**config.mk**
```make
export PLATFORM = sky130hd
export DESIGN_NAME = stat_report_top
export DESIGN_NICKNAME = d
export VERILOG_FILES = /design/src/rtl/stat_pkg.sv /design/src/rtl/stat_evt_reg.sv /design/src/rtl/stat_svc_req.sv /design/src/rtl/stat_report_top.sv
export SDC_FILE = /design/constraint.sdc
export NUM_CORES = 1
export LEC_CHECK = 0
export BUFFER_PORTS_ARGS = -buffer_cell sky130_fd_sc_hd__buf_4
export CORE_MARGIN = 4
export CORE_UTILIZATION = 42
export DETAILED_ROUTE_END_ITERATION = 6
export PLACE_DENSITY = 0.9
export SLEW_MARGIN = 40
export SYNTH_ARGS = -nofsm -noshare
export SYNTH_HDL_FRONTEND = slang
export SYNTH_SLANG_ARGS = --single-unit
```
**constraint.sdc**
```tcl
create_clock -name clk_i -period 4.3 [get_ports clk_i]
set_clock_uncertainty 0.2 [all_clocks]
set_input_delay 0.43 -clock clk_i [delete_from_list [all_inputs] [get_ports clk_i]]
set_output_delay 0.43 -clock clk_i [all_outputs]
set_load 0.005 [all_outputs]
```
**src/rtl/stat_pkg.sv**
```systemverilog
package stat_pkg;
  localparam int unsigned SB_W = 8;

  localparam int unsigned EV_OPC = 0;
  localparam int unsigned EV_QYE = 2;
  localparam int unsigned EV_DDE = 3;
  localparam int unsigned EV_EXE = 4;
  localparam int unsigned EV_CME = 5;

  localparam int unsigned SB_CSUM = 2;
  localparam int unsigned SB_QUES = 3;
  localparam int unsigned SB_MAV  = 4;
  localparam int unsigned SB_ESB  = 5;
  localparam int unsigned SB_RQS  = 6;

  localparam logic [SB_W-1:0] EV_VALID =
    SB_W'((1 << EV_OPC) | (1 << EV_QYE) | (1 << EV_DDE) | (1 << EV_EXE) | (1 << EV_CME));
endpackage

```
**src/rtl/stat_evt_reg.sv**
```systemverilog
module stat_evt_reg
  import stat_pkg::*;
#(
  parameter int unsigned W = SB_W,
  parameter logic [W-1:0] VALID = EV_VALID
) (
  input  logic         clk_i,
  input  logic         rst_ni,
  input  logic [W-1:0] pulse_i,
  input  logic         clr_i,
  input  logic         ena_wr_i,
  input  logic [W-1:0] ena_wdata_i,
  output logic [W-1:0] evt_o,
  output logic         sum_o
);
  logic [W-1:0] ena_q;

  for (genvar b = 0; b < W; b++) begin : g_bit
    if (VALID[b]) begin : g_live
      logic bit_q;
      // set beats clear so a same-cycle event survives
      always_ff @(posedge clk_i or negedge rst_ni) begin
        if (!rst_ni)         bit_q <= 1'b0;
        else if (pulse_i[b]) bit_q <= 1'b1;
        else if (clr_i)      bit_q <= 1'b0;
      end
      assign evt_o[b] = bit_q;
    end else begin : g_dead
      assign evt_o[b] = 1'b0;
    end
  end

  always_ff @(posedge clk_i or negedge rst_ni) begin
    if (!rst_ni)       ena_q <= '0;
    else if (ena_wr_i) ena_q <= ena_wdata_i;
  end

  assign sum_o = |(evt_o & ena_q);

  AST_EVT_RSVD_ZERO: assert property (@(posedge clk_i) disable iff (!rst_ni)
    (evt_o & ~VALID) == '0) else $error("reserved event bit set");

  AST_EVT_PULSE_SETS: assert property (@(posedge clk_i) disable iff (!rst_ni)
    ((pulse_i & VALID) != '0) |=> ((evt_o & $past(pulse_i & VALID)) == $past(pulse_i & VALID)))
    else $error("event pulse lost");

  AST_EVT_CLR: assert property (@(posedge clk_i) disable iff (!rst_ni)
    (clr_i && ((pulse_i & VALID) == '0)) |=> (evt_o == '0))
    else $error("event register not cleared");

  AST_EVT_STICKY: assert property (@(posedge clk_i) disable iff (!rst_ni)
    (!clr_i) |=> ((evt_o & $past(evt_o)) == $past(evt_o)))
    else $error("sticky bit dropped");
endmodule

```
**src/rtl/stat_svc_req.sv**
```systemverilog
module stat_svc_req
  import stat_pkg::*;
#(
  parameter int unsigned W = SB_W
) (
  input  logic         clk_i,
  input  logic         rst_ni,
  input  logic         esb_i,
  input  logic         csum_i,
  input  logic         ques_i,
  input  logic         mav_i,
  input  logic         sre_wr_i,
  input  logic [W-1:0] sre_wdata_i,
  input  logic         poll_rd_i,
  input  logic         cls_i,
  output logic [W-1:0] stb_query_o,
  output logic [W-1:0] stb_poll_o,
  output logic         srq_o
);
  localparam logic [W-1:0] RQS_BIT = W'(1 << SB_RQS);

  logic [W-1:0] sre_q;
  logic [W-1:0] stb_base;
  logic         mss, mss_q, rqs_q, mss_rise;

  always_comb begin
    stb_base          = '0;
    stb_base[SB_CSUM] = csum_i;
    stb_base[SB_QUES] = ques_i;
    stb_base[SB_MAV]  = mav_i;
    stb_base[SB_ESB]  = esb_i;
  end

  assign mss      = |(stb_base & sre_q & ~RQS_BIT);
  assign mss_rise = mss & ~mss_q;

  always_ff @(posedge clk_i or negedge rst_ni) begin
    if (!rst_ni)       sre_q <= '0;
    else if (sre_wr_i) sre_q <= sre_wdata_i;
  end

  always_ff @(posedge clk_i or negedge rst_ni) begin
    if (!rst_ni) begin
      mss_q <= 1'b0;
      rqs_q <= 1'b0;
    end else begin
      mss_q <= mss;
      if (mss_rise)                rqs_q <= 1'b1;
      else if (poll_rd_i || cls_i) rqs_q <= 1'b0;
    end
  end

  assign stb_query_o = stb_base | (mss   ? RQS_BIT : '0);
  assign stb_poll_o  = stb_base | (rqs_q ? RQS_BIT : '0);
  assign srq_o       = rqs_q;

  AST_RQS_ON_RISE: assert property (@(posedge clk_i) disable iff (!rst_ni)
    (mss && !mss_q) |=> srq_o) else $error("rqs not set");

  AST_POLL_CLEARS: assert property (@(posedge clk_i) disable iff (!rst_ni)
    ((poll_rd_i || cls_i) && !(mss && !mss_q)) |=> !srq_o)
    else $error("rqs not cleared");

  AST_RQS_NEEDS_RISE: assert property (@(posedge clk_i) disable iff (!rst_ni)
    $rose(srq_o) |-> $past(stb_query_o[SB_RQS]))
    else $error("rqs set without master summary");

  AST_VIEWS_AGREE: assert property (@(posedge clk_i) disable iff (!rst_ni)
    (stb_query_o & ~RQS_BIT) == (stb_poll_o & ~RQS_BIT))
    else $error("views differ outside bit 6");
endmodule

```
**src/rtl/stat_report_top.sv**
```systemverilog
module stat_report_top
  import stat_pkg::*;
(
  input  logic            clk_i,
  input  logic            rst_ni,
  input  logic [SB_W-1:0] evt_pulse_i,
  input  logic            evt_rd_i,
  input  logic            ese_wr_i,
  input  logic [SB_W-1:0] ese_wdata_i,
  input  logic            sre_wr_i,
  input  logic [SB_W-1:0] sre_wdata_i,
  input  logic            cls_i,
  input  logic            poll_rd_i,
  input  logic            csum_i,
  input  logic            ques_i,
  input  logic            mav_i,
  output logic [SB_W-1:0] evt_reg_o,
  output logic [SB_W-1:0] stb_query_o,
  output logic [SB_W-1:0] stb_poll_o,
  output logic            srq_o
);
  logic esb;

  stat_evt_reg #(.W(SB_W), .VALID(EV_VALID)) u_evt (
    .clk_i      (clk_i),
    .rst_ni     (rst_ni),
    .pulse_i    (evt_pulse_i),
    .clr_i      (evt_rd_i | cls_i),
    .ena_wr_i   (ese_wr_i),
    .ena_wdata_i(ese_wdata_i),
    .evt_o      (evt_reg_o),
    .sum_o      (esb)
  );

  stat_svc_req #(.W(SB_W)) u_svc (
    .clk_i      (clk_i),
    .rst_ni     (rst_ni),
    .esb_i      (esb),
    .csum_i     (csum_i),
    .ques_i     (ques_i),
    .mav_i      (mav_i),
    .sre_wr_i   (sre_wr_i),
    .sre_wdata_i(sre_wdata_i),
    .poll_rd_i  (poll_rd_i),
    .cls_i      (cls_i),
    .stb_query_o(stb_query_o),
    .stb_poll_o (stb_poll_o),
    .srq_o      (srq_o)
  );

  AST_CLS_CLEARS: assert property (@(posedge clk_i) disable iff (!rst_ni)
    (cls_i && evt_pulse_i == '0 && !stb_query_o[SB_RQS]) |=> (evt_reg_o == '0 && !srq_o))
    else $error("clear status incomplete");
endmodule

```
Yosys cells after proc, flatten, opt, wreduce, memory -nomap -nowiden

Index checks and enable logic that the tools add are counted.

Mux-type cells: 10
Bitwise operators: 7
Reduce and logical (&&, ||, !) cells: 9

Operators by type and width:

| cell                       | number |
|---|---|
| bitwise AND 6 x 8 -> 8 bit | 2 |
| bitwise OR 6 x 8 -> 8 bit  | 2 |
| two-way mux 7 bit          | 2 |
| nonzero test 2 bit         | 6 |
| two-way mux 1 bit          | 8 |
| OR reduction 8 bit         | 1 |
| OR reduction 7 bit         | 1 |
| bitwise AND 1 bit          | 1 |
| logical OR 1 bit           | 1 |
| NOT 1 bit                  | 1 |
| bitwise OR 1 bit           | 1 |

Register bits: 23
Output and inout bits: 25
Word-level logic and storage cells: 35

Logic depth before layout (Yosys ltp)

Gate-level depths: netlist of run 1.

Word-level depth: 6
Mapped depth: 4

Cells and area by module

Synthesis of run 1 repeated with hierarchy kept, for this count alone.

Cells, all modules: 67
Area total of the unflattened synthesis: 804.5 sq um

Modules (own cells, without submodules):

| module          | times used | cells each | area an instance (sq um) | seq. area each (sq um) |
|---|---|---|---|---|
| stat_evt_reg    | 1          | 33         | 434.2                    | 250.2 |
| stat_svc_req    | 1          | 33         | 364.1                    | 150.1 |
| stat_report_top | 1          | 1          | 6.3                      | 0.0 |

Worst setup path before layout of run 1

Ideal clock, no wire load.

Path type: reg-to-output
From: reg u_evt.g_bit[4].g_live.bit_q
To: out stb_query_o[6]
Arrival time: 1.171 ns
Setup slack: 2.499 ns
Cell stages (with the launch flop): 5
Buffers on the path: 1
Path through: dfrtp_1 -> a222oi_1 -> nand2_1 -> a21bo_2 -> buf_4

Longest elaborated chain between the ends: 6

RTL lines:

| element                    | line                  | text |
|---|---|---|
| from (decl)                | stat_evt_reg.sv:20    | `logic bit_q;` |
| from (signal assigned)     | stat_evt_reg.sv:23    | `if (!rst_ni) bit_q <= 1'b0;` |
| from (signal assigned)     | stat_evt_reg.sv:24    | `else if (pulse_i[b]) bit_q <= 1'b1;` |
| from (signal assigned)     | stat_evt_reg.sv:25    | `else if (clr_i) bit_q <= 1'b0;` |
| bitwise AND 6 x 8 -> 8 bit | stat_evt_reg.sv:38    | `assign sum_o = \|(evt_o & ena_q);` |
| OR reduction 8 bit         | stat_evt_reg.sv:38    |  |
| net esb                    | stat_report_top.sv:22 | `logic esb;` |
| bitwise AND 6 x 8 -> 8 bit | stat_svc_req.sv:34    | `assign mss = \|(stb_base & sre_q & ~RQS_BIT);` |
| OR reduction 7 bit         | stat_svc_req.sv:34    |  |
| net u_svc.mss              | stat_svc_req.sv:24    | `logic mss, mss_q, rqs_q, mss_rise;` |
| two-way mux 7 bit          | stat_svc_req.sv:53    | `assign stb_query_o = stb_base \| (mss ? RQS_BIT : '0);` |
| bitwise OR 6 x 8 -> 8 bit  | stat_svc_req.sv:53    |  |
| to (decl)                  | stat_report_top.sv:18 | `output logic [SB_W-1:0] stb_query_o,` |

The timed path passes the listed nets, and every way through them passes these cells.

Worst setup path in the final report of run 1

From: reg u_evt.g_bit[4].g_live.bit_q
To: out stb_query_o[6]

Longest elaborated chain between the ends: 6

RTL lines:

| element                    | line |
|---|---|
| bitwise AND 6 x 8 -> 8 bit | stat_evt_reg.sv:38 |
| OR reduction 8 bit         | stat_evt_reg.sv:38 |
| bitwise AND 6 x 8 -> 8 bit | stat_svc_req.sv:34 |
| OR reduction 7 bit         | stat_svc_req.sv:34 |
| two-way mux 7 bit          | stat_svc_req.sv:53 |
| bitwise OR 6 x 8 -> 8 bit  | stat_svc_req.sv:53 |

No other way between the ends.

==> impl_metrics.tcl, run 1 <==
set metrics [dict create \
    hold_viol 0 \
    cts_tree "done" \
    synth.top_cells.by_area "dfrtp_1 50%, buf_4 23%, mux2_2 13%, a21o_1 3.8%, a222oi_1 2.5%" \
    start_util_pct 45.0 \
    ctsResizeCount 0 \
    clockBufferDepth 2 \
    fin_crit_sh_pct 52.4 \
    slowest_stage "dfrtp_1" \
    layout-drive-gt1-share_pct 58.1 \
    async_reset_ff_share_pct 100 \
    p_switching_uw 85.2 \
    ios 59 \
    path_cells "a222oi_1 -> nand2_1 -> a21bo_2 -> buf_4" \
    cts-buffers-inserted 3 \
    syn_area_per_cell_um2 12.2 \
    die_x_um 51.5 \
    power_leakage_nw 0.521 \
    vias 548 \
    drt_iter0_drc 5 \
    pwr-share-seq_pct 50.7 \
    path_delay_family "compound AO/OA/AOI/OAI gates" \
    antenna_cells 0 \
    p_sw_share_pct 24.5 \
    crit_fanout 4 \
    rsz0062_at_grt "no" \
    critPathMaxStageDelay_ps 410 \
    yosysSeqAreaShare_pct 50.4 \
    synth_largest_type_area_fraction_pct 50.4 \
    grt_pass1_vias 591 \
    cts.sinks 16 \
    stdcell_count 118 \
    period_needed_ps 2250 \
    route.detailed.drc 0 \
    hold_end "u_evt.g_bit[4].g_live.bit_q" \
    cts_root_buf "clkbuf_4" \
    placedCellCount 113 \
    worstHoldPathCells 2 \
    wl_per_cell_um 14.5 \
    antenna_left 0 \
    port_buffers 39 \
    synthCells 65 \
    p_int_uw 263 \
    setup_violations 0 \
    p_clk_share_pct 29.0 \
    min-delay-start "evt_pulse_i[4]" \
    ir_drop_mv 0.228 \
    firstDrtPassIters 4 \
    reg2regPathDepth 3 \
    core_mm2 0.00176 \
    path_buf_inv 1 \
    layout.nets 128 \
    reg2reg_to "u_svc.srq_o" \
    mostFrequentLayoutCell "buf_4" \
    wl_um 1710 \
    yosysWarnings 0 \
    die_y_um 51.5 \
    comb_power_share_pct 20.4 \
    r2r_slack_ps 2660 \
    path_clk_slew_ps 90 \
    cap_viol_max_count 0 \
    power_per_cell_area_mw_per_mm2 343 \
    die_area_mm2 0.00265 \
    cp-start-kind "register" \
    yosys.area.top_type "dfrtp_1" \
    totalNegativeSetupSlack_ps 0 \
    via_per_inst 4.64 \
    grt_pass1_wl_um 2540 \
    drv_slew 0 \
    layout_common_cells "39 x buf_4, 16 x dfrtp_1, 9 x mux2_2, 9 x conb_1, 4 x a21o_1" \
    worst_setup_path_end_kind "output port" \
    max_freq_mhz 444 \
    status "completed" \
    arrival_ps 1620 \
    hold_path.class "input port to register" \
    clk_latency_ps 290 \
    ys.flop_type "dfrtp_1" \
    crit_type "register to output port" \
    gp_congestion 0.722 \
    syn_area_um2 795 \
    synth_edf_count 0 \
    grt_overflow 0 \
    yosysUniqueCellTypes 14 \
    synth_seq_cells 16 \
    total_power_uw 348 \
    htreeDepth 1 \
    core.rowCount 15 \
    grt_max_degree 17 \
    grt_use_total_pct 13.3 \
    cp.required_ps 3670 \
    antenna_found_initial 0 \
    worstReg2RegStart "u_evt.g_bit[4].g_live.bit_q" \
    area_growth_pct 27.7 \
]
[synthesized netlist by cell type, types with 2 or more instances]
library cell / instances
a222oi_1: 2
mux2_2: 9
dfrtp_1: 16
buf_4: 24
a21o_1: 4
nor2_1: 2
[what timing repair did]
item	CTS	global route
setup buffers	0	0
hold buffers	1	0
endpoints found under the hold margin	16	0
[flip-flops by register name (all words and copies together) (netlist names)]
signal,flops
u_svc.srq_o,1
u_svc.sre_q,4
u_evt.g_bit.g_live.bit_q,5
u_evt.ena_q,5
u_svc.mss_q,1
[worst max-delay path by stage]
| stage | from | endpoint | slack, ps | cells past startpoint |
|---|---|---|---|---|
| 2_1_floorplan | u_evt.g_bit[4].g_live.bit_q | stb_query_o[6] | 2500 | 4 |
| 3_3_place_gp | csum_i | stb_query_o[6] | 2330 | 4 |
| 3_5_place_dp | csum_i | stb_query_o[6] | 2320 | 4 |
| 4_1_cts | u_evt.g_bit[4].g_live.bit_q | stb_query_o[6] | 2040 | 4 |
| 5_1_grt | u_evt.g_bit[4].g_live.bit_q | stb_query_o[6] | 1940 | 4 |
| 6_report | u_evt.g_bit[4].g_live.bit_q | stb_query_o[6] | 2050 | 4 |
[cell type report]
cell class | count | area, um2
Multi-Input combinational cell | 32 | 240
Fill cell | 157 | 749
Inverter | 1 | 3.75
Sequential cell | 16 | 400
Timing Repair Buffer | 40 | 303
Tap cell | 25 | 31.3
Clock buffer | 4 | 36.3
[cells by family after synthesis]
kind of cell,Yosys count,synth area share (%)
buffers and inverters,25,23.1
DFF,16,50.4
AOI/OAI and AO/OA,10,10.9
muxes,9,12.8
and+or+nand+nor,4,2.36
other,1,0.472
[stage by stage]
stage	cell area (um2)	hold WS (ps)	utilization (%)	worst slack, ps
after global placement	968	94.0	54.9	2330
after global routing	1010	104	57.5	1940
final	1010	106	57.5	2050
after CTS	1010	104	57.5	2040
after detailed placement	968	97.3	54.9	2320
after floorplan	825	-65.6	-	2500
[routing by layer]
metal	routed length (um)	track usage [%]	part of all wire, %	vias up
met2	921	26.5	54	33
li1	-	-	-	244
met3	147	2.58	8.6	7
met5	0	0	0	-
met4	59	7.86	3.5	0
met1	578	12.0	34	264
[power groups by stage]
stage / Sequential [mW] / Clock [mW] / Combinational [mW]
6_report: 0.176 / 0.101 / 0.0709
5_1_grt: 0.178 / 0.108 / 0.0776
4_1_cts: 0.176 / 0.102 / 0.0719
3_5_place_dp: 0.179 / 0 / 0.0711
3_3_place_gp: 0.177 / 0 / 0.0680
2_1_floorplan: 0.175 / 0 / 0.0470
No activity file was read; power rests on OpenSTA's default activity.
==> inputs of run 2 (changes only) <==
--- a/config.mk
+++ b/config.mk
@@ -6,10 +6,11 @@
 export NUM_CORES = 1
 export LEC_CHECK = 0
 export BUFFER_PORTS_ARGS = -buffer_cell sky130_fd_sc_hd__buf_4
+export CORE_ASPECT_RATIO = 1.5
 export CORE_MARGIN = 4
-export CORE_UTILIZATION = 42
+export CORE_UTILIZATION = 35
 export DETAILED_ROUTE_END_ITERATION = 6
-export PLACE_DENSITY = 0.9
+export PLACE_DENSITY = 0.81
 export SLEW_MARGIN = 40
 export SYNTH_ARGS = -nofsm -noshare
 export SYNTH_HDL_FRONTEND = slang
==> constraint.sdc (replaced) <==
create_clock -name clk_i -period 1.97 [get_ports clk_i]
set_clock_uncertainty 0.2 [all_clocks]
set_input_delay 0.197 -clock clk_i [delete_from_list [all_inputs] [get_ports clk_i]]
set_output_delay 0.197 -clock clk_i [all_outputs]
set_load 0.005 [all_outputs]
==> run 2 against run 1 <==
  * Via count up 11%
  * Critical path type unchanged
  * Worst setup slack worse by 2000 ps
  * Register-to-register slack worse by 2400 ps
  * Die area up 17%
  * Core utilization down 0.91 points
  * Count of clock-buffer cells in the layout unchanged
  * Wire length up 8.1%
==> impl_metrics.tcl, run 2 (synthesis gave the netlist of run 1 again) <==
set metrics [dict create \
    status "completed" \
    die_y_um 66.4 \
    place_area_um2 965 \
    clk_latency_ps 280 \
    via_per_inst 4.57 \
    htreeDepth 1 \
    fillers 185 \
    p_switching_uw 181 \
    cts.sinks 16 \
    core.rowCount 20 \
    crit_type "register to output port" \
    setup_violations 0 \
    worst_slack_ps 49.1 \
    rsz0062_at_grt "yes" \
    wl_um 1850 \
    ir_drop_mv 0.406 \
    mostFrequentLayoutCell "buf_4" \
    port_buffers 39 \
    cts_tree "done" \
    cts-buffers-inserted 3 \
    gp_congestion 0.713 \
    crit_fanout 3 \
    layout-drive-gt1-share_pct 50.5 \
    wl_per_cell_um 13.9 \
    grt_pass1_wl_um 2670 \
    vias 608 \
    grt_overflow 0 \
    firstDrtPassIters 4 \
    p_clk_share_pct 26.8 \
    fin_crit_sh_pct 97.5 \
    clockBufferDepth 2 \
    hold_path.class "input port to register" \
    final-seq-area_um2 400 \
    area_growth_pct 49.8 \
    hold_ws_ps 8.33 \
    layout_common_cells "40 x buf_4, 17 x dlygate4sd3_1, 16 x dfrtp_1" \
    start_util_pct 37.8 \
    arrival_ps 1520 \
    power_per_cell_area_mw_per_mm2 659 \
    hold_viol 0 \
    power_leakage_nw 0.599 \
    layout.nets 146 \
    grt_pass1_vias 649 \
    antenna_left 0 \
    pwr-share-seq_pct 48.7 \
    grt_max_degree 17 \
    cp.required_ps 1570 \
    max_freq_mhz 521 \
    drv_slew 0 \
    drt_iter0_drc 14 \
    comb_power_share_pct 24.5 \
    worst_setup_path_end_kind "output port" \
    stdcell_count 133 \
    p_int_uw 602 \
    fin_area_mm2 0.00119 \
    core_mm2 0.00210 \
    reg.largest.list "u_evt.ena_q x5, u_evt.g_bit.g_live.bit_q x5, u_svc.sre_q x4" \
    route.detailed.drc 0 \
    cap_viol_max_count 0 \
    grt_use_total_pct 11.7 \
    placedCellCount 110 \
    ios 59 \
    p_sw_share_pct 23.2 \
    die_x_um 46.9 \
    path_clk_slew_ps 90 \
    antenna_found_initial 0 \
    cts_root_buf "clkbuf_4" \
    dp_slack_ps 264 \
    cp-start-kind "register" \
    antenna_cells 0 \
    period_needed_ps 1920 \
    multi_input_area_um2 240 \
    die_area_mm2 0.00311 \
]
==> run 2: final cells by class <==
type / instances / area share [%]
Clock buffer: 4 / 3.05
Inverter: 1 / 0.315
Multi-Input combinational cell: 32 / 20.2
Sequential cell: 16 / 33.6
Tap cell: 22 / 2.31
Timing Repair Buffer: 58 / 40.5
==> run 2: repair_timing <==
item | in CTS | in global routing
endpoints found under the setup margin | 1 | 1
pin swaps | 1 | 2
hold buffers | 16 | 1
gates resized for setup | 0 | 1
setup buffers | 1 | 1
hold endpoints to repair | 30 | 3
==> run 2: routing by layer <==
layer | vias to the layer above | share of wire (%) | GRT usage (%)
met5 | - | 0 | 0
met4 | 0 | 0.22 | 3.11
met3 | 2 | 11 | 2.45
met1 | 287 | 35 | 11.2
li1 | 284 | - | -
met2 | 35 | 54 | 23.0
==> run 2: final timing paths <==
kind	cells past startpoint	from	end	slack [ps]
max in group asynchronous	2	rst_ni	u_evt.g_bit[0].g_live.bit_q	1290
worst max-delay path	4	u_evt.g_bit[3].g_live.bit_q	stb_query_o[6]	50
worst min-delay path	2	ese_wr_i	u_evt.ena_q[2]	8
min in group asynchronous	2	rst_ni	u_svc.sre_q[2]	110
worst max register to register	4	u_evt.g_bit[3].g_live.bit_q	u_svc.srq_o	270
worst min register to register	1	u_evt.g_bit[2].g_live.bit_q	u_evt.g_bit[2].g_live.bit_q	320
==> run 2: stage by stage <==
| stage | util [%] | power [mW] | setup TNS [ps] |
|---|---|---|---|
| after global placement | 45.9 | 0.534 | 0 |
| after global routing | 56.6 | 0.826 | -15.6 |
| final | 56.6 | 0.784 | 0 |
| after detailed placement | 45.9 | 0.543 | 0 |
| after floorplan | - | 0.485 | 0 |
| after CTS | 55.6 | 0.786 | 0 |
==> run 2: critical path: stages (launching register included) <==
cell and delay (ps):
dfrtp_1 420, a222oi_1 340, nand2_1 130, a21bo_2 240, buf_6 110
==> run 2: power groups by stage <==
stage	sequential (mW)	clock (mW)	combinational, mW
after floorplan	0.383	0	0.103
after CTS	0.381	0.219	0.186
after detailed placement	0.388	0	0.155
after global routing	0.386	0.228	0.212
after global placement	0.386	0	0.149
final	0.382	0.210	0.192
